File: src/rtl/intc_pkg.sv
package intc_pkg;
  localparam int ADDR_W    = 3;
  localparam int MODE32_BIT = 8;

  typedef enum logic [ADDR_W-1:0] {
    A_FIQSEL = 3'd0,
    A_MASK   = 3'd1,
    A_MODE   = 3'd2,
    A_STATUS = 3'd3,
    A_VECTOR = 3'd4,
    A_ACK    = 3'd5
  } reg_addr_e;
endpackage

File: src/rtl/intc_regs.sv
module intc_regs
  import intc_pkg::*;
#(
  parameter int NUM_IRQ = 32,
  parameter int DATA_W  = 32,
  parameter int NUM_SRC = NUM_IRQ + 1,
  parameter int SEL_W   = $clog2(NUM_SRC),
  parameter int VEC_W   = SEL_W
) (
  input  logic               clk,
  input  logic               rst,
  input  logic               valid_i,
  input  logic               write_i,
  input  logic [ADDR_W-1:0]  addr_i,
  input  logic [DATA_W-1:0]  wdata_i,
  input  logic [NUM_IRQ-1:0] status_i,
  input  logic [VEC_W-1:0]   vector_i,
  output logic [SEL_W-1:0]   fiq_sel_o,
  output logic [NUM_IRQ-1:0] mask_o,
  output logic [NUM_SRC-1:0] mode_o,
  output logic [NUM_SRC-1:0] clr_o,
  output logic [DATA_W-1:0]  rdata_o
);
  logic we, re, ack_we;
  assign we     = valid_i && write_i;
  assign re     = valid_i && !write_i;
  assign ack_we = we && (addr_i == A_ACK);

  always_ff @(posedge clk) begin
    if (rst) begin
      fiq_sel_o <= SEL_W'(NUM_IRQ);
      mask_o    <= '1;
      mode_o    <= '0;
    end else if (we) begin
      case (addr_i)
        A_FIQSEL: begin
          fiq_sel_o        <= wdata_i[SEL_W-1:0];
          mode_o[NUM_IRQ]  <= wdata_i[MODE32_BIT];
        end
        A_MASK:  mask_o <= wdata_i[NUM_IRQ-1:0];
        A_MODE:  mode_o[NUM_IRQ-1:0] <= wdata_i[NUM_IRQ-1:0];
        default: ;
      endcase
    end
  end

  genvar g;
  generate
    for (g = 0; g < NUM_SRC; g++) begin : g_clr
      assign clr_o[g] = ack_we && (wdata_i[SEL_W-1:0] == SEL_W'(g));
    end
  endgenerate

  always_ff @(posedge clk) begin
    if (rst) begin
      rdata_o <= '0;
    end else if (re) begin
      case (addr_i)
        A_FIQSEL: begin
          rdata_o <= DATA_W'(fiq_sel_o);
          rdata_o[MODE32_BIT] <= mode_o[NUM_IRQ];
        end
        A_MASK:   rdata_o <= DATA_W'(mask_o);
        A_MODE:   rdata_o <= DATA_W'(mode_o[NUM_IRQ-1:0]);
        A_STATUS: rdata_o <= DATA_W'(status_i);
        A_VECTOR: rdata_o <= DATA_W'(vector_i);
        default:  rdata_o <= '0;
      endcase
    end
  end

  // reset leaves every line masked and source 32 on the fast path
  assert_reset_cfg_R1: assert property (@(posedge clk)
    $past(rst) |-> (mask_o == '1 && fiq_sel_o == SEL_W'(NUM_IRQ) && mode_o == '0));
endmodule

File: src/rtl/intc_pending.sv
module intc_pending #(
  parameter int NUM_SRC = 33
) (
  input  logic               clk,
  input  logic               rst,
  input  logic [NUM_SRC-1:0] src_i,
  input  logic [NUM_SRC-1:0] mode_i,
  input  logic [NUM_SRC-1:0] clr_i,
  output logic [NUM_SRC-1:0] pend_o
);
  logic [NUM_SRC-1:0] src_q, edge_q, rise;

  genvar g;
  generate
    for (g = 0; g < NUM_SRC; g++) begin : g_line
      assign rise[g] = src_i[g] && !src_q[g];
      always_ff @(posedge clk) begin
        if (rst) begin
          src_q[g]  <= 1'b0;
          edge_q[g] <= 1'b0;
        end else begin
          src_q[g]  <= src_i[g];
          edge_q[g] <= mode_i[g] && ((edge_q[g] && !clr_i[g]) || rise[g]);
        end
      end
      assign pend_o[g] = mode_i[g] ? (edge_q[g] || rise[g]) : src_i[g];
    end
  endgenerate

  // an acknowledge without a coinciding rise leaves the latch empty
  assert_ack_clears_R7: assert property (@(posedge clk) disable iff (rst)
    (edge_q & $past(clr_i & ~rise)) == '0);
  // a rise on an edge line always latches, acknowledge or not
  assert_rise_wins_R11: assert property (@(posedge clk) disable iff (rst)
    (($past(rise & mode_i) & ~mode_i) | ($past(rise & mode_i) & edge_q)) == $past(rise & mode_i));
endmodule

File: src/rtl/intc_prio.sv
module intc_prio #(
  parameter int N     = 32,
  parameter int IDX_W = $clog2(N)
) (
  input  logic [N-1:0]     req_i,
  output logic             found_o,
  output logic [IDX_W-1:0] idx_o
);
  always_comb begin
    found_o = 1'b0;
    idx_o   = '0;
    for (int i = N - 1; i >= 0; i--) begin
      if (req_i[i]) begin
        found_o = 1'b1;
        idx_o   = IDX_W'(i);
      end
    end
  end

  logic [N-1:0] below;
  assign below = ({{(N-1){1'b0}}, 1'b1} << idx_o) - 1'b1;

  always_comb begin
    if (found_o) begin
      // winner is requesting and nothing below it is
      assert_lowest_wins_R4: assert (req_i[idx_o] && ((req_i & below) == '0));
    end
  end
endmodule

File: src/rtl/dual_intc.sv
module dual_intc
  import intc_pkg::*;
#(
  parameter int NUM_IRQ = 32,
  parameter int DATA_W  = 32,
  localparam int NUM_SRC = NUM_IRQ + 1,
  localparam int SEL_W   = $clog2(NUM_SRC),
  localparam int IDX_W   = $clog2(NUM_IRQ),
  localparam int VEC_W   = SEL_W
) (
  input  logic               clk,
  input  logic               rst,
  input  logic [NUM_SRC-1:0] src_i,
  input  logic               reg_valid_i,
  input  logic               reg_write_i,
  input  logic [ADDR_W-1:0]  reg_addr_i,
  input  logic [DATA_W-1:0]  reg_wdata_i,
  output logic [DATA_W-1:0]  reg_rdata_o,
  output logic               fiq_o,
  output logic               irq_o,
  output logic [VEC_W-1:0]   vec_o
);
  localparam logic [VEC_W-1:0] VEC_NONE = '1;

  logic [SEL_W-1:0]   fiq_sel;
  logic [NUM_IRQ-1:0] mask;
  logic [NUM_SRC-1:0] mode, clr, pend, fiq_hit;
  logic [NUM_IRQ-1:0] cand;
  logic               found;
  logic [IDX_W-1:0]   idx;

  intc_regs #(.NUM_IRQ(NUM_IRQ), .DATA_W(DATA_W)) u_regs (
    .clk(clk), .rst(rst), .valid_i(reg_valid_i), .write_i(reg_write_i),
    .addr_i(reg_addr_i), .wdata_i(reg_wdata_i), .status_i(pend[NUM_IRQ-1:0]),
    .vector_i(vec_o), .fiq_sel_o(fiq_sel), .mask_o(mask), .mode_o(mode),
    .clr_o(clr), .rdata_o(reg_rdata_o)
  );

  intc_pending #(.NUM_SRC(NUM_SRC)) u_pend (
    .clk(clk), .rst(rst), .src_i(src_i), .mode_i(mode), .clr_i(clr), .pend_o(pend)
  );

  genvar g;
  generate
    for (g = 0; g < NUM_SRC; g++) begin : g_sel
      assign fiq_hit[g] = (fiq_sel == SEL_W'(g));
    end
  endgenerate

  assign cand = pend[NUM_IRQ-1:0] & ~mask & ~fiq_hit[NUM_IRQ-1:0];

  intc_prio #(.N(NUM_IRQ)) u_prio (.req_i(cand), .found_o(found), .idx_o(idx));

  always_ff @(posedge clk) begin
    if (rst) begin
      fiq_o <= 1'b0;
      irq_o <= 1'b0;
      vec_o <= VEC_NONE;
    end else begin
      fiq_o <= |(pend & fiq_hit);
      irq_o <= |cand;
      vec_o <= found ? VEC_W'(idx) : VEC_NONE;
    end
  end

  // request and vector agree
  assert_irq_vec_R6: assert property (@(posedge clk) disable iff (rst)
    irq_o == (vec_o != VEC_NONE));
  // the fast-routed line never wins general arbitration
  assert_vec_not_fiq_R3: assert property (@(posedge clk) disable iff (rst)
    (vec_o != VEC_NONE) |-> ($past(fiq_sel) != SEL_W'(vec_o)));
  // the winner was unmasked
  assert_vec_unmasked_R5: assert property (@(posedge clk) disable iff (rst)
    (vec_o != VEC_NONE) |-> !(($past(mask) >> vec_o[IDX_W-1:0]) & 1'b1));
  // fast request only with an in-range select
  assert_fiq_range_R10: assert property (@(posedge clk) disable iff (rst)
    fiq_o |-> ($past(fiq_sel) < SEL_W'(NUM_SRC)));
endmodule

File: config.mk
export PLATFORM = sky130hd
export DESIGN_NAME = dual_intc
export DESIGN_NICKNAME = d
export VERILOG_FILES = /design/src/rtl/intc_pkg.sv /design/src/rtl/intc_regs.sv /design/src/rtl/intc_pending.sv /design/src/rtl/intc_prio.sv /design/src/rtl/dual_intc.sv
export SDC_FILE = /design/constraint.sdc
export NUM_CORES = 1
export LEC_CHECK = 0
export ABC_AREA = 1
export BUFFER_PORTS_ARGS = -buffer_cell sky130_fd_sc_hd__buf_2
export CORE_ASPECT_RATIO = 1.25
export CORE_MARGIN = 5
export CORE_UTILIZATION = 53
export CTS_CLUSTER_SIZE = 20
export DETAILED_ROUTE_END_ITERATION = 12
export GPL_ROUTABILITY_DRIVEN = 0
export HOLD_SLACK_MARGIN = 0.03
export PLACE_DENSITY = 0.82
export SYNTH_ARGS = -nofsm -noshare
export SYNTH_HDL_FRONTEND = slang
export SYNTH_SLANG_ARGS = --single-unit
File: constraint.sdc
create_clock -name clk -period 3.8 [get_ports clk]
set_clock_uncertainty 0.1 [all_clocks]
set_input_delay 0.57 -clock clk [delete_from_list [all_inputs] [get_ports clk]]
set_output_delay 0.57 -clock clk [all_outputs]
set_load 0.01 [all_outputs]
# Yosys cells after proc, flatten, opt, wreduce, memory -nomap -nowiden
# Cells that the tools add are included.
op_classes:
  mux: 99
  eq_ne: 69
  n_reduce_logical: 277
  bitwise_logic: 6
op_table:
  columns: ["operator", "n"]
  rows:
  - ["$eq 6x5->1 const B", 32]
  - ["$mux 5", 32]
  - ["$pmux 32 s5", 1]
  - ["$logic_and 1x1->1", 135]
  - ["$eq 6x4->1 const B", 16]
  - ["$logic_not 1->1", 67]
  - ["$logic_or 1x1->1", 66]
  - ["$mux 1", 65]
  - ["$and 32x32->32", 2]
  - ["$not 32->32", 2]
  - ["$eq 6x3->1 const B", 8]
  - ["$and 33x33->33", 1]
  - ["$reduce_or 33->1", 1]
  - ["$reduce_or 32->1", 1]
  - ["$eq 6x2->1 const B", 4]
  - ["$eq 6x1->1 const B", 2]
  - ["$eq 6x6->1 const B", 2]
  - ["$logic_not 6->1", 2]
  - ["$eq 3x2->1 const B", 2]
  - ["$eq 3x3->1 const B", 2]
  - ["$mux 6", 1]
  - ["$reduce_and 2->1", 3]
  - ["$eq 3x1->1 const B", 1]
  - ["$logic_not 3->1", 1]
  - ["2 further kinds", 2]
word_totals:
  regBits: 177
  output_inout_bits: 40
  input_bits: 72
  word_cells: 526

# Depth between registers and ports, before layout
# Gate-level depths: netlist of the first run.
logic_depth:
  word_depth: 40
  depth_mapped: 38
  depth_no_buf: 37

# By module
# A second synthesis of the first run with hierarchy kept.
unflattened:
  cells_unflattened: 1551
  hier_area_um2: 9455.3
modules_own_cells:
  columns: ["module", "n_inst", "cells_each", "area_each_um2", "seq_area_each_um2"]
  rows:
  - ["intc_regs", 1, 684, 4581.9, 2062.0]
  - ["intc_pending", 1, 470, 3030.4, 1321.3]
  - ["dual_intc", 1, 290, 1400.1, 160.2]
  - ["intc_prio", 1, 107, 442.9, 0.0]

# Worst setup path after synthesis of the first run
# OpenSTA, ideal clock, no wires.
synth_path:
  path_type: "input-to-reg"
  startpoint: "input src_i[27]"
  endpoint: "register vec_o[0]"
  path_buffers: 0
  required_ns: 3.639
  t_arrival_ns: 2.352
  cell_stages: 33
  setup_ns: 0.061
  slack_ns: 1.287
  cell_sequence: "inv_1 -> or2_0 -> a22oi_1 -> nand2_2 -> nand2_1 -> nand2_1 -> nand2_1 -> nand2_1 -> nand2_1 -> nand2_1 -> nand2_1 -> nand2_1 -> nand2_1 -> nand2_1 -> nand2_1 -> nand2_1 -> nand2_1 -> nand2_1 -> nand2_1 -> nand2_1 -> nand2_1 -> nand2_1 -> nand2_1 -> nand2_1 -> nand2_1 -> nand2_1 -> nand2_1 -> nand2_1 -> nand2_1 -> nand2_1 -> nand2_1 -> nand2_1 -> nand2_1"
synth_between:
  elab_chain_cells: 35
synth_lines:
  columns: ["element", "line_no", "source"]
  rows:
  - ["from (decl)", "dual_intc.sv:13", "input logic [NUM_SRC-1:0] src_i,"]
  - ["$logic_and 1x1->1", "intc_pending.sv:16", "assign rise[g] = src_i[g] && !src_q[g];"]
  - ["$logic_or 1x1->1", "intc_pending.sv:26", "assign pend_o[g] = mode_i[g] ? (edge_q[g] || rise[g]) : src_i[g];"]
  - ["$mux 1 *", "intc_pending.sv:26", null]
  - ["$and 32x32->32 * (2 in series)", "dual_intc.sv:50", "assign cand = pend[NUM_IRQ-1:0] & ~mask & ~fiq_hit[NUM_IRQ-1:0];"]
  - ["$mux 1 (28 in series)", "intc_prio.sv:13", "if (req_i[i]) begin"]
  - ["$not 1->1 (no source line)", null, null]
  - ["$reduce_or 2->1 (no source line)", null, null]
  - ["to (signal assigned)", "dual_intc.sv:62", "vec_o <= found ? VEC_W'(idx) : VEC_NONE;"]
  - ["to (decl)", "dual_intc.sv:21", "output logic [VEC_W-1:0] vec_o"]
# Every way passes the cells marked *; elsewhere a longest branch is shown, timed or not.
# A chain may end at the register's enable or synchronous reset.

# Worst setup path in the final report of the first run
layout_path:
  startpoint: "register u_regs.fiq_sel_o[0]"
  endpoint: "register vec_o[0]"
layout_between:
  elab_chain_cells: 37
layout_lines:
  columns: ["element", "line_no", "source"]
  rows:
  - ["from (decl)", "intc_regs.sv:18", "output logic [SEL_W-1:0] fiq_sel_o,"]
  - ["from (signal assigned)", "intc_regs.sv:31", "fiq_sel_o <= SEL_W'(NUM_IRQ);"]
  - ["from (signal assigned)", "intc_regs.sv:37", "fiq_sel_o <= wdata_i[SEL_W-1:0];"]
  - ["$eq 6x5->1", "dual_intc.sv:46", "assign fiq_hit[g] = (fiq_sel == SEL_W'(g));"]
  - ["$not 32->32 *", "dual_intc.sv:50", null]
  - ["$and 32x32->32 *", "dual_intc.sv:50", null]
  - ["$mux 1 (32 in series)", "intc_prio.sv:13", null]
  - ["$not 1->1 (no source line)", null, null]
  - ["$reduce_or 2->1 (no source line)", null, null]
# Marks and branches as above.

==> impl_metrics.tcl, run 1 <==
set metrics [dict create \
    power.sequential.fraction_pct 46.7 \
    hp-class "in -> reg" \
    hpwl_um 18720 \
    dieArea_um2 18460 \
    swShare_pct 25.59 \
    hold_buffers 0 \
    dr.pass1.iters 6 \
    post-route-period-util_pct 77.02 \
    timing.final.hold_violations 0 \
    numCtsBuffers 17 \
    number_of_max_capacitance_violations_reported 0 \
    postCtsSetupBuffers 0 \
    final_cell_area_um2 9722 \
    drt-wirelength-per-cell_um 16.36 \
    start_util_pct 53.87 \
    die-width_um 122.5 \
    power_density_nw_per_um2 430.0 \
    timing.final.crit_period_ns 2.927 \
    routed-via-count 8752 \
    crit_path_end_kind "flip-flop" \
    critPathMostFrequentCell "nand2_1" \
    power.share.combinational_pct 10.5 \
    mostFrequentLayoutCell "nand2_1" \
    vdd.ir_drop.worst_mv 0.2637 \
    synthesis.nets 1324 \
    grt_first_pass_wirelength_um 41060 \
    drt-vias-per-instance 5.582 \
    switchingPower_w 0.001070 \
    resize_count_post_cts 0 \
    share_clk_of_total_power_pct 42.8 \
    whs_ns 0.2612 \
    mostFrequentLayoutCells "nand2_1, inv_1, dfxtp_1, nor2_1, buf_2" \
    post_synth.cell_area_avg_um2 6.699 \
    drc 0 \
    clk_transition_reported_paths_ns 0.07 \
    first_iter_violations 947 \
    final_net_count 1415 \
    syn_area_um2 8387 \
    max_buffers_root_to_sink 2 \
    run_status "completed" \
    initial_antenna_violation_count 0 \
    clock_latency_ns 0.44 \
    synthArstFlopShare_pct 0 \
    timing_max_transition_violations_final 0 \
    internal_power_w 0.003111 \
    crit_arrival_ns 3.15 \
    cp_data_required_time_ns 4.02 \
    ys_dominant_reg_cell "dfxtp_1" \
    preCtsSetupSlack_ns 0.8551 \
    syn_to_final_growth_pct 15.92 \
    num_rows 51 \
    critical_path_class "reg -> reg" \
    finalSetupTns_ns 0 \
    ys_types 37 \
    layout-drive-gt1-share_pct 13.13 \
    cts_root_buf "clkbuf_16" \
    yosys_warnings 0 \
    tritoncts_num_sinks 177 \
    ys_seq_elements 177 \
    setup_violations 0 \
    placed_cell_area_um2 9117 \
    port_buffers 111 \
    fmax_mhz 341.7 \
    cts_max_level 4 \
    worstPathMaxFanout 8 \
    num_io_pins 112 \
    synth_edf_count 0 \
    worstSetupStartpointType "flip-flop" \
    diodes 0 \
    worst_slew_slack_as_a_fraction_of_its_limit_pct 32.93 \
    overall_global_routing_usage_pct 28.38 \
    die_height_um 150.6 \
    tritoncts "done" \
    synth.yosys.seq_area_share_pct 42.25 \
    unrepaired_setup_endpoints_after_global_routing "false" \
    highest_cell_delay_on_the_worst_timing_path_ns 0.57 \
    largest_net_degree_at_the_start_of_global_routing 62 \
    syn_inst_count 1252 \
    grt-ovfl-total 0 \
    post-route-worst-setup-slack_ns 0.8731 \
    fp.coreArea_um2 15570 \
    power.leakage_nw 4.229 \
    first_global_vias 8233 \
    cp_slowest_cell "dfxtp_1" \
    tightestPinTransition_ns 1.002 \
    final_antenna_net_count 0 \
    postRouteWirelength_um 25650 \
]
[state kept, by name, indices dropped and copies added, names as in the netlist]
| register | count |
|---|---|
| u_regs.mode_o | 33 |
| fiq_o | 1 |
| u_regs.fiq_sel_o | 6 |
| vec_o | 6 |
| u_pend.edge_q | 33 |
| u_regs.mask_o | 32 |
| u_pend.src_q | 33 |
| u_regs.rdata_o | 32 |
| irq_o | 1 |
[power by group through the flow]
stage	registers, W	logic [W]	clock network [W]
2_1_floorplan	0.00199	0.000257	0
3_3_place_gp	0.00199	0.000418	0
3_5_place_dp	0.00199	0.000427	0
4_1_cts	0.00195	0.000432	0.00181
5_1_grt	0.00196	0.000488	0.00189
6_report	0.00195	0.000438	0.00179
[path summary, 6_finish.rpt]
check | startpoint | end | slack (ns) | cells past startpoint
setup / recovery | u_regs.fiq_sel_o[0] | vec_o[0] | 0.87 | 35
hold / removal | reg_wdata_i[21] | u_regs.mask_o[21] | 0.26 | 3
setup reg to reg | u_regs.fiq_sel_o[0] | vec_o[0] | 0.87 | 35
hold reg to reg | u_regs.rdata_o[5] | u_regs.rdata_o[5] | 0.36 | 2
[through the flow]
step | util (%) | total power, W | instances
after floorplan | - | 0.002250 | 1252
after CTS | 62.44 | 0.004190 | 1568
after global placement | 58.56 | 0.002409 | 1536
final | 62.44 | 0.004180 | 1568
after detailed placement | 58.56 | 0.002418 | 1536
after global routing | 62.44 | 0.004334 | 1568
[cell type report]
cell class | count | area [µm²]
Fill cell | 1473 | 5848
Multi-Input combinational cell | 817 | 3884
Sequential cell | 177 | 3543
Inverter | 207 | 777.0
Timing Repair Buffer | 123 | 648.1
Clock buffer | 19 | 442.9
Tap cell | 212 | 265.3
Clock inverter | 13 | 161.4
[Yosys cell counts, types with 4 or more instances]
| cell | n | share of area, % |
|---|---|---|
| inv_1 | 198 | 8.9 |
| o22ai_1 | 4 | 0.30 |
| o211ai_1 | 15 | 1.3 |
| a211oi_1 | 5 | 0.45 |
| o21ai_0 | 57 | 3.4 |
| o221ai_1 | 21 | 2.2 |
| inv_2 | 6 | 0.27 |
| nor3_1 | 57 | 3.4 |
| a221oi_1 | 5 | 0.52 |
| nor4_1 | 5 | 0.37 |
| a22oi_1 | 8 | 0.72 |
| dfxtp_1 | 177 | 42 |
| nand2_1 | 250 | 11 |
| a21oi_1 | 101 | 6.0 |
| nand3_1 | 57 | 3.4 |
| clkbuf_1 | 48 | 2.1 |
| a31oi_1 | 28 | 2.1 |
| nand4_1 | 5 | 0.37 |
| nor2_1 | 172 | 7.7 |
[metal layers]
metal	vias to the layer above	global-route usage (%)	wire [µm]
met2	436	45.56	11800
met1	3956	35.22	10340
li1	4248	-	-
met4	0	15.63	1455
met3	112	6.313	2066
met5	-	0	0
[logic make-up after synthesis]
logic type | share of synthesized area (%)
simple gates | 28.11
buf+inv | 11.64
compound gates | 18.01
flops | 42.25
[critical path, delay by kind of cell (launching register included)]
family        cells  cell delay, ns
flops             1            0.57
simple gates     34            2.04
buf+inv           1            0.09
No activity file was read; power rests on OpenSTA's default activity.
==> run 2: changes to the inputs <==
--- a/config.mk
+++ b/config.mk
@@ -5,7 +5,7 @@
 export SDC_FILE = /design/constraint.sdc
 export NUM_CORES = 1
 export LEC_CHECK = 0
-export ABC_AREA = 1
+export ABC_AREA = 0
 export BUFFER_PORTS_ARGS = -buffer_cell sky130_fd_sc_hd__buf_2
 export CORE_ASPECT_RATIO = 1.25
 export CORE_MARGIN = 5
@@ -14,7 +14,7 @@
 export DETAILED_ROUTE_END_ITERATION = 12
 export GPL_ROUTABILITY_DRIVEN = 0
 export HOLD_SLACK_MARGIN = 0.03
-export PLACE_DENSITY = 0.82
+export PLACE_DENSITY = 0.85
 export SYNTH_ARGS = -nofsm -noshare
 export SYNTH_HDL_FRONTEND = slang
 export SYNTH_SLANG_ARGS = --single-unit
==> constraint.sdc (replaced) <==
create_clock -name clk -period 2.6 [get_ports clk]
set_clock_uncertainty 0.1 [all_clocks]
set_input_delay 0.39 -clock clk [delete_from_list [all_inputs] [get_ports clk]]
set_output_delay 0.39 -clock clk [all_outputs]
set_load 0.01 [all_outputs]
==> impl_metrics.tcl, run 2 <==
set metrics [dict create \
    switchingPower_w 0.001535 \
    largest_net_degree_at_the_start_of_global_routing 58 \
    mostFrequentLayoutCell "dfxtp_1" \
    syn_area_um2 9161 \
    postRouteWirelength_um 29270 \
    grt-ovfl-total 0 \
    synthesis.nets 1208 \
    layout-drive-gt1-share_pct 19.54 \
    r2r.worst_path.cells 7 \
    drt-vias-per-instance 6.324 \
    share_clk_of_total_power_pct 42.7 \
    setup.reg_to_reg.worst_slack_ns 0.18 \
    reg_top3 "u_pend.edge_q: 33 flops, u_pend.src_q: 33 flops, u_regs.mode_o: 33 flops" \
    die-width_um 127.6 \
    finalSetupTns_ns 0 \
    synth.top_cell.area_share_pct 38.68 \
    cp_slowest_cell "dfxtp_2" \
    unrepaired_setup_endpoints_after_global_routing "false" \
    clock_latency_ns 0.43 \
    post-synth-top-count-cell "dfxtp_1" \
    nFillCells 1431 \
    setup_violations 0 \
    final_antenna_net_count 0 \
    postCtsSetupBuffers 0 \
    power.share.combinational_pct 11.0 \
    worst_slew_slack_as_a_fraction_of_its_limit_pct 57.27 \
    ys_seq_elements 177 \
    yosys_warnings 0 \
    tritoncts "done" \
    numCtsBuffers 17 \
    timing.final.crit_period_ns 2.420 \
    netlist_top_cells_area "dfxtp_1, nand2_1, nor2_1" \
    worstPathMaxFanout 19 \
    critPathMostFrequentCell "nand2_1" \
    finish.utilization_pct 63.12 \
    power_density_nw_per_um2 577.7 \
    startpoint "u_regs.fiq_sel_o[3]" \
    tritoncts_num_sinks 177 \
    post-route-period-util_pct 93.09 \
    crit_path_end_kind "flip-flop" \
    ys_dominant_reg_cell "dfxtp_1" \
    dr.pass1.iters 5 \
    syn_to_final_growth_pct 16.51 \
    crit_path_cells "and4bb_4 -> nand2_1 -> o32ai_1 -> nand2_1 -> nor3_1 -> a21oi_2 -> o311ai_1" \
    ys_types 85 \
    dieArea_um2 20030 \
    synthTopCellsByCount "dfxtp_1, nand2_1, nor2_1, a21oi_1, o21ai_0" \
    critical_path_class "reg -> reg" \
    number_of_max_capacitance_violations_reported 0 \
    crit-reg2reg-launch "u_regs.fiq_sel_o[3]" \
    worst-path-buf-inv 0 \
    synth_edf_count 0 \
    synth.yosys.seq_area_share_pct 38.68 \
    die_height_um 157.0 \
    syn_inst_count 1136 \
    tightestPinTransition_ns 0.6410 \
    internal_power_w 0.004632 \
    highest_cell_delay_on_the_worst_timing_path_ns 0.57 \
    timing_max_transition_violations_final 0 \
    num_rows 53 \
    cp-endpoint "vec_o[2]" \
    cpLargestDelayFamily "simple AND/OR/NAND/NOR gates" \
    cts_root_buf "clkbuf_16" \
    routed-via-count 9290 \
    timing.final.hold_violations 0 \
    worst_r2r_endpoint "vec_o[2]" \
    synth.largest_area_cell "dfxtp_1" \
    hp-class "in -> reg" \
    start_util_pct 54.18 \
    fp.coreArea_um2 16910 \
    hpwl_um 21220 \
    hold_buffers 0 \
    worstSetupStartpointType "flip-flop" \
    power.leakage_nw 4.364 \
    first_global_vias 8894 \
    port_buffers 111 \
    initial_antenna_violation_count 0 \
    drc 0 \
    drt-wirelength-per-cell_um 19.92 \
    synthArstFlopShare_pct 0 \
    fmax_mhz 413.2 \
    final_net_count 1308 \
    run_status "completed" \
    first_iter_violations 1311 \
    crit_cells 7 \
    whs_ns 0.07217 \
    vdd.ir_drop.worst_mv 0.4245 \
    max_buffers_root_to_sink 2 \
    clk_transition_reported_paths_ns 0.07 \
    diodes 0 \
    resize_count_post_cts 0 \
    num_io_pins 112 \
    post_synth.cell_area_avg_um2 8.065 \
    cts_max_level 4 \
    crit_arrival_ns 2.66 \
    cp_data_required_time_ns 2.83 \
    swShare_pct 24.89 \
    power.sequential.fraction_pct 46.3 \
    overall_global_routing_usage_pct 28.82 \
    mostFrequentLayoutCells "dfxtp_1, nand2_1, nor2_1, buf_2, a21oi_1" \
    grt_first_pass_wirelength_um 46290 \
    min-delay-start "reg_wdata_i[27]" \
]
## run 2: cell count changes after synthesis, sizes merged, moves of 18 or more
cell / previous run / this run
nand3: 60 / 16
a21bo: 0 / 21
a22oi: 8 / 43
o221ai: 21 / 3
a211o: 0 / 37
and3b: 0 / 30
nor2b: 0 / 49
nand2: 253 / 155
nor3: 57 / 11
and2: 0 / 24
inv: 204 / 41
a31oi: 28 / 7
a22o: 0 / 25
nor2: 177 / 124
## run 2: power groups by stage
stage,combinational (W),clock (W),sequential (W)
6_report,0.000679,0.00263,0.00285
5_1_grt,0.000734,0.00277,0.00286
4_1_cts,0.000667,0.00264,0.00285
3_5_place_dp,0.000657,0,0.00291
3_3_place_gp,0.000645,0,0.00291
2_1_floorplan,0.000403,0,0.00290
## run 2: logic make-up (layout without fill, tap and decap cells)
kind of cell / count (synthesis) / in the layout / share of synthesized area, %
buffers and inverters: 112 / 225 / 4.958
and+or+nand+nor: 445 / 445 / 24.88
AOI/OAI and AO/OA: 390 / 390 / 30.02
muxes: 12 / 12 / 1.461
DFF: 177 / 177 / 38.68
## run 2: per-layer routing
layer	track usage [%]	up-vias	wire, µm	share of wire [%]
li1	-	4283	-	-
met1	35.18	4320	11160	38
met2	47.80	548	13920	48
met3	5.601	139	2479	8.5
met4	15.98	0	1719	5.9
met5	0	-	0	0
## run 2: cell type report
cell class                 instances  area (µm²)  share of cell area, %
multi-input combinational        847        5180                  48.53
sequential                       177        3550                  33.26
timing repair buffer             152       915.9                  8.580
clock buffer                      23       467.9                  4.384
tap                              220       275.3                  2.579
inverter                          41       153.9                  1.442
clock inverter                     9       131.4                  1.231
## run 2: per-stage QoR
stage | total power (W) | std cells | area (µm²) | setup slack (ns)
detailed placement | 0.003568 | 1437 | 10060 | 0.04042
finish | 0.006166 | 1469 | 10670 | 0.1796
global placement | 0.003553 | 1437 | 10060 | 0.09735
CTS | 0.006155 | 1469 | 10660 | 0.01434
global route | 0.006360 | 1469 | 10670 | 0.05715
floorplan | 0.003304 | 1136 | 9161 | 0.6170
## run 2: worst min-delay path by stage
stage	endpoint	slack, ns	depth (start not counted)
finish	u_regs.mask_o[27]	0.07	2
global route	u_regs.mask_o[26]	0.07	2
CTS	u_regs.mask_o[21]	0.07	2
detailed placement	u_regs.rdata_o[0]	0.35	2
global placement	u_regs.rdata_o[4]	0.34	2
floorplan	u_regs.mode_o[3]	0.36	2
==> run 3: changes to the inputs <==
--- a/config.mk
+++ b/config.mk
@@ -14,7 +14,8 @@
 export DETAILED_ROUTE_END_ITERATION = 12
 export GPL_ROUTABILITY_DRIVEN = 0
 export HOLD_SLACK_MARGIN = 0.03
-export PLACE_DENSITY = 0.85
+export PLACE_DENSITY = 0.84
 export SYNTH_ARGS = -nofsm -noshare
 export SYNTH_HDL_FRONTEND = slang
+export SYNTH_HIERARCHICAL = 1
 export SYNTH_SLANG_ARGS = --single-unit
==> impl_metrics.tcl, run 3 <==
set metrics [dict create \
    drt-vias-per-instance 6.410 \
    timing.final.hold_violations 0 \
    synth.top_cell.area_share_pct 37.24 \
    nFillCells 1449 \
    yosys_warnings 6 \
    num_io_pins 112 \
    post-route-worst-setup-slack_ns 0.1394 \
    overall_global_routing_usage_pct 28.28 \
    finalSetupTns_ns 0 \
    mostFrequentLayoutCells "dfxtp_1, nand2b_1, buf_2, a21oi_1, nand2_1" \
    max_buffers_root_to_sink 2 \
    die-width_um 129.8 \
    clock_latency_ns 0.43 \
    synthesis.nets 1164 \
    fp.coreArea_um2 17570 \
    placed_cell_area_um2 10360 \
    mostFrequentLayoutCell "dfxtp_1" \
    worst_slew_slack_as_a_fraction_of_its_limit_pct 58.58 \
    power_density_nw_per_um2 558.6 \
    run_status "completed" \
    first_global_vias 9117 \
    routed-via-count 9198 \
    diodes 0 \
    synthTopCellsByCount "dfxtp_1, nand2b_1, a21oi_1, nand2_1, nand3_1" \
    start_util_pct 54.16 \
    hpwl_um 20910 \
    synth.largest_area_cell "dfxtp_1" \
    largest_net_degree_at_the_start_of_global_routing 72 \
    clk_transition_reported_paths_ns 0.07 \
    unrepaired_setup_endpoints_after_global_routing "false" \
    setup_violations 0 \
    worstPathMaxFanout 10 \
    grt_first_pass_wirelength_um 47080 \
    fmax_mhz 406.4 \
    timing.final.crit_period_ns 2.461 \
    vdd.ir_drop.worst_mv 0.4362 \
    syn_inst_count 1092 \
    crit_arrival_ns 2.68 \
    drc 0 \
    cp_data_required_time_ns 2.82 \
    die_height_um 159.8 \
    reg_top3 "u_pend/edge_q: 33 flops, u_pend/src_q: 33 flops, u_regs/mode_o: 33 flops" \
    final_cell_area_um2 10960 \
    synth_edf_count 0 \
    post-synth-top-count-cell "dfxtp_1" \
    final_net_count 1270 \
    ys_types 75 \
    synthArstFlopShare_pct 0 \
    final_antenna_net_count 0 \
    syn_to_final_growth_pct 15.20 \
    ys_dominant_reg_cell "dfxtp_1" \
    port_buffers 111 \
    timing_max_transition_violations_final 0 \
    drt-wirelength-per-cell_um 20.66 \
    post-route-period-util_pct 94.64 \
    preCtsSetupSlack_ns 0.1245 \
    critical_path_class "reg -> reg" \
    power.leakage_nw 4.206 \
    hp-class "in -> reg" \
    syn_area_um2 9514 \
    worstSetupStartpointType "flip-flop" \
    dieArea_um2 20750 \
    numCtsBuffers 17 \
    tritoncts_num_sinks 177 \
    number_of_max_capacitance_violations_reported 0 \
    initial_antenna_violation_count 0 \
    postRouteWirelength_um 29640 \
    first_iter_violations 1129 \
    tritoncts "done" \
    ys_seq_elements 177 \
    layout-drive-gt1-share_pct 22.30 \
    multi_input_area_um2 5482 \
    cts_max_level 4 \
    crit_path_end_kind "flip-flop" \
    num_rows 54 \
    post_synth.cell_area_avg_um2 8.713 \
    seqCellArea_um2 3547 \
    tightestPinTransition_ns 0.6195 \
    cts_root_buf "clkbuf_16" \
    grt-ovfl-total 0 \
    synth.yosys.seq_area_share_pct 37.24 \
    dr.pass1.iters 6 \
    netlist_top_cells_area "dfxtp_1, nand2b_1, a21oi_1" \
]
## run 3: changes by cell type after synthesis, sizes merged, moves of 30 or more
cell / delta
nand2: -97
mux2: +30
buf: +31
nor2: -73
nand2b: +131
nand3: +36
and3: +35
## run 3: worst max-delay path, cell delays in order, from the launching register on
cell and delay (ns):
dfxtp_1 0.47, and2b_1 0.39, a21oi_1 0.17, or4_4 0.58, a21oi_1 0.14, o21ai_1 0.07
a21oi_1 0.22, nor4b_2 0.07, nand2b_1 0.13
## run 3: layout make-up
| class | instances | share of cell area (%) |
|---|---|---|
| clock buffer | 20 | 4.075 |
| clock inverter | 12 | 1.210 |
| inverter | 13 | 0.4452 |
| multi-input combinational | 821 | 50.01 |
| sequential | 177 | 32.36 |
| tap | 224 | 2.557 |
| timing repair buffer | 168 | 9.338 |
## run 3: per-layer routing
layer	routed length, µm	GRT usage [%]	vias up	part of all wire, %
li1	-	-	4193	-
met1	11060	34.89	4273	37
met2	13880	45.40	598	47
met3	2842	5.680	134	9.6
met4	1859	16.21	0	6.3
met5	0	0	-	0
## run 3: power by group
part | internal [W] | switching (W) | total, W
Sequential | 0.00279 | 0.0000523 | 0.00284
Combinational | 0.000306 | 0.000416 | 0.000722
Clock | 0.00144 | 0.00111 | 0.00256
## run 3: final timing paths
kind	start	endpoint	slack [ns]	cells after the start
setup / recovery	u_regs/fiq_sel_o[2]	vec_o[2]	0.14	8
hold / removal	src_i[1]	u_pend/src_q[1]	0.1	2
setup reg to reg	u_regs/fiq_sel_o[2]	vec_o[2]	0.14	8
hold reg to reg	u_regs/rdata_o[25]	u_regs/rdata_o[25]	0.36	1
## run 3: timing repair
item / in CTS / in global routing
gates resized for setup: 0 / 9
endpoints found under the setup margin: 0 / 6
setup buffers: 0 / 0
hold buffers: 0 / 0
## run 3: cell families (layout without fill, tap and decap cells)
family                 count (synthesis)  count (layout)  share of synthesized area [%]
muxes                                 39              39                          4.945
DFF                                  177             177                          37.24
buffers and inverters                 94             213                          5.444
AOI/OAI and AO/OA                    334             334                          24.22
and+or+nand+nor                      448             448                          28.14
## run 3: through the flow
stage,util [%],power [W],hold WS [ns],instances
2_1_floorplan,-,0.003333,0.3437,1092
6_report,62.39,0.006122,0.09845,1435
3_3_place_gp,58.99,0.003587,0.3415,1403
5_1_grt,62.39,0.006323,0.09932,1435
3_5_place_dp,58.99,0.003600,0.3409,1403
4_1_cts,62.29,0.006125,0.08600,1435
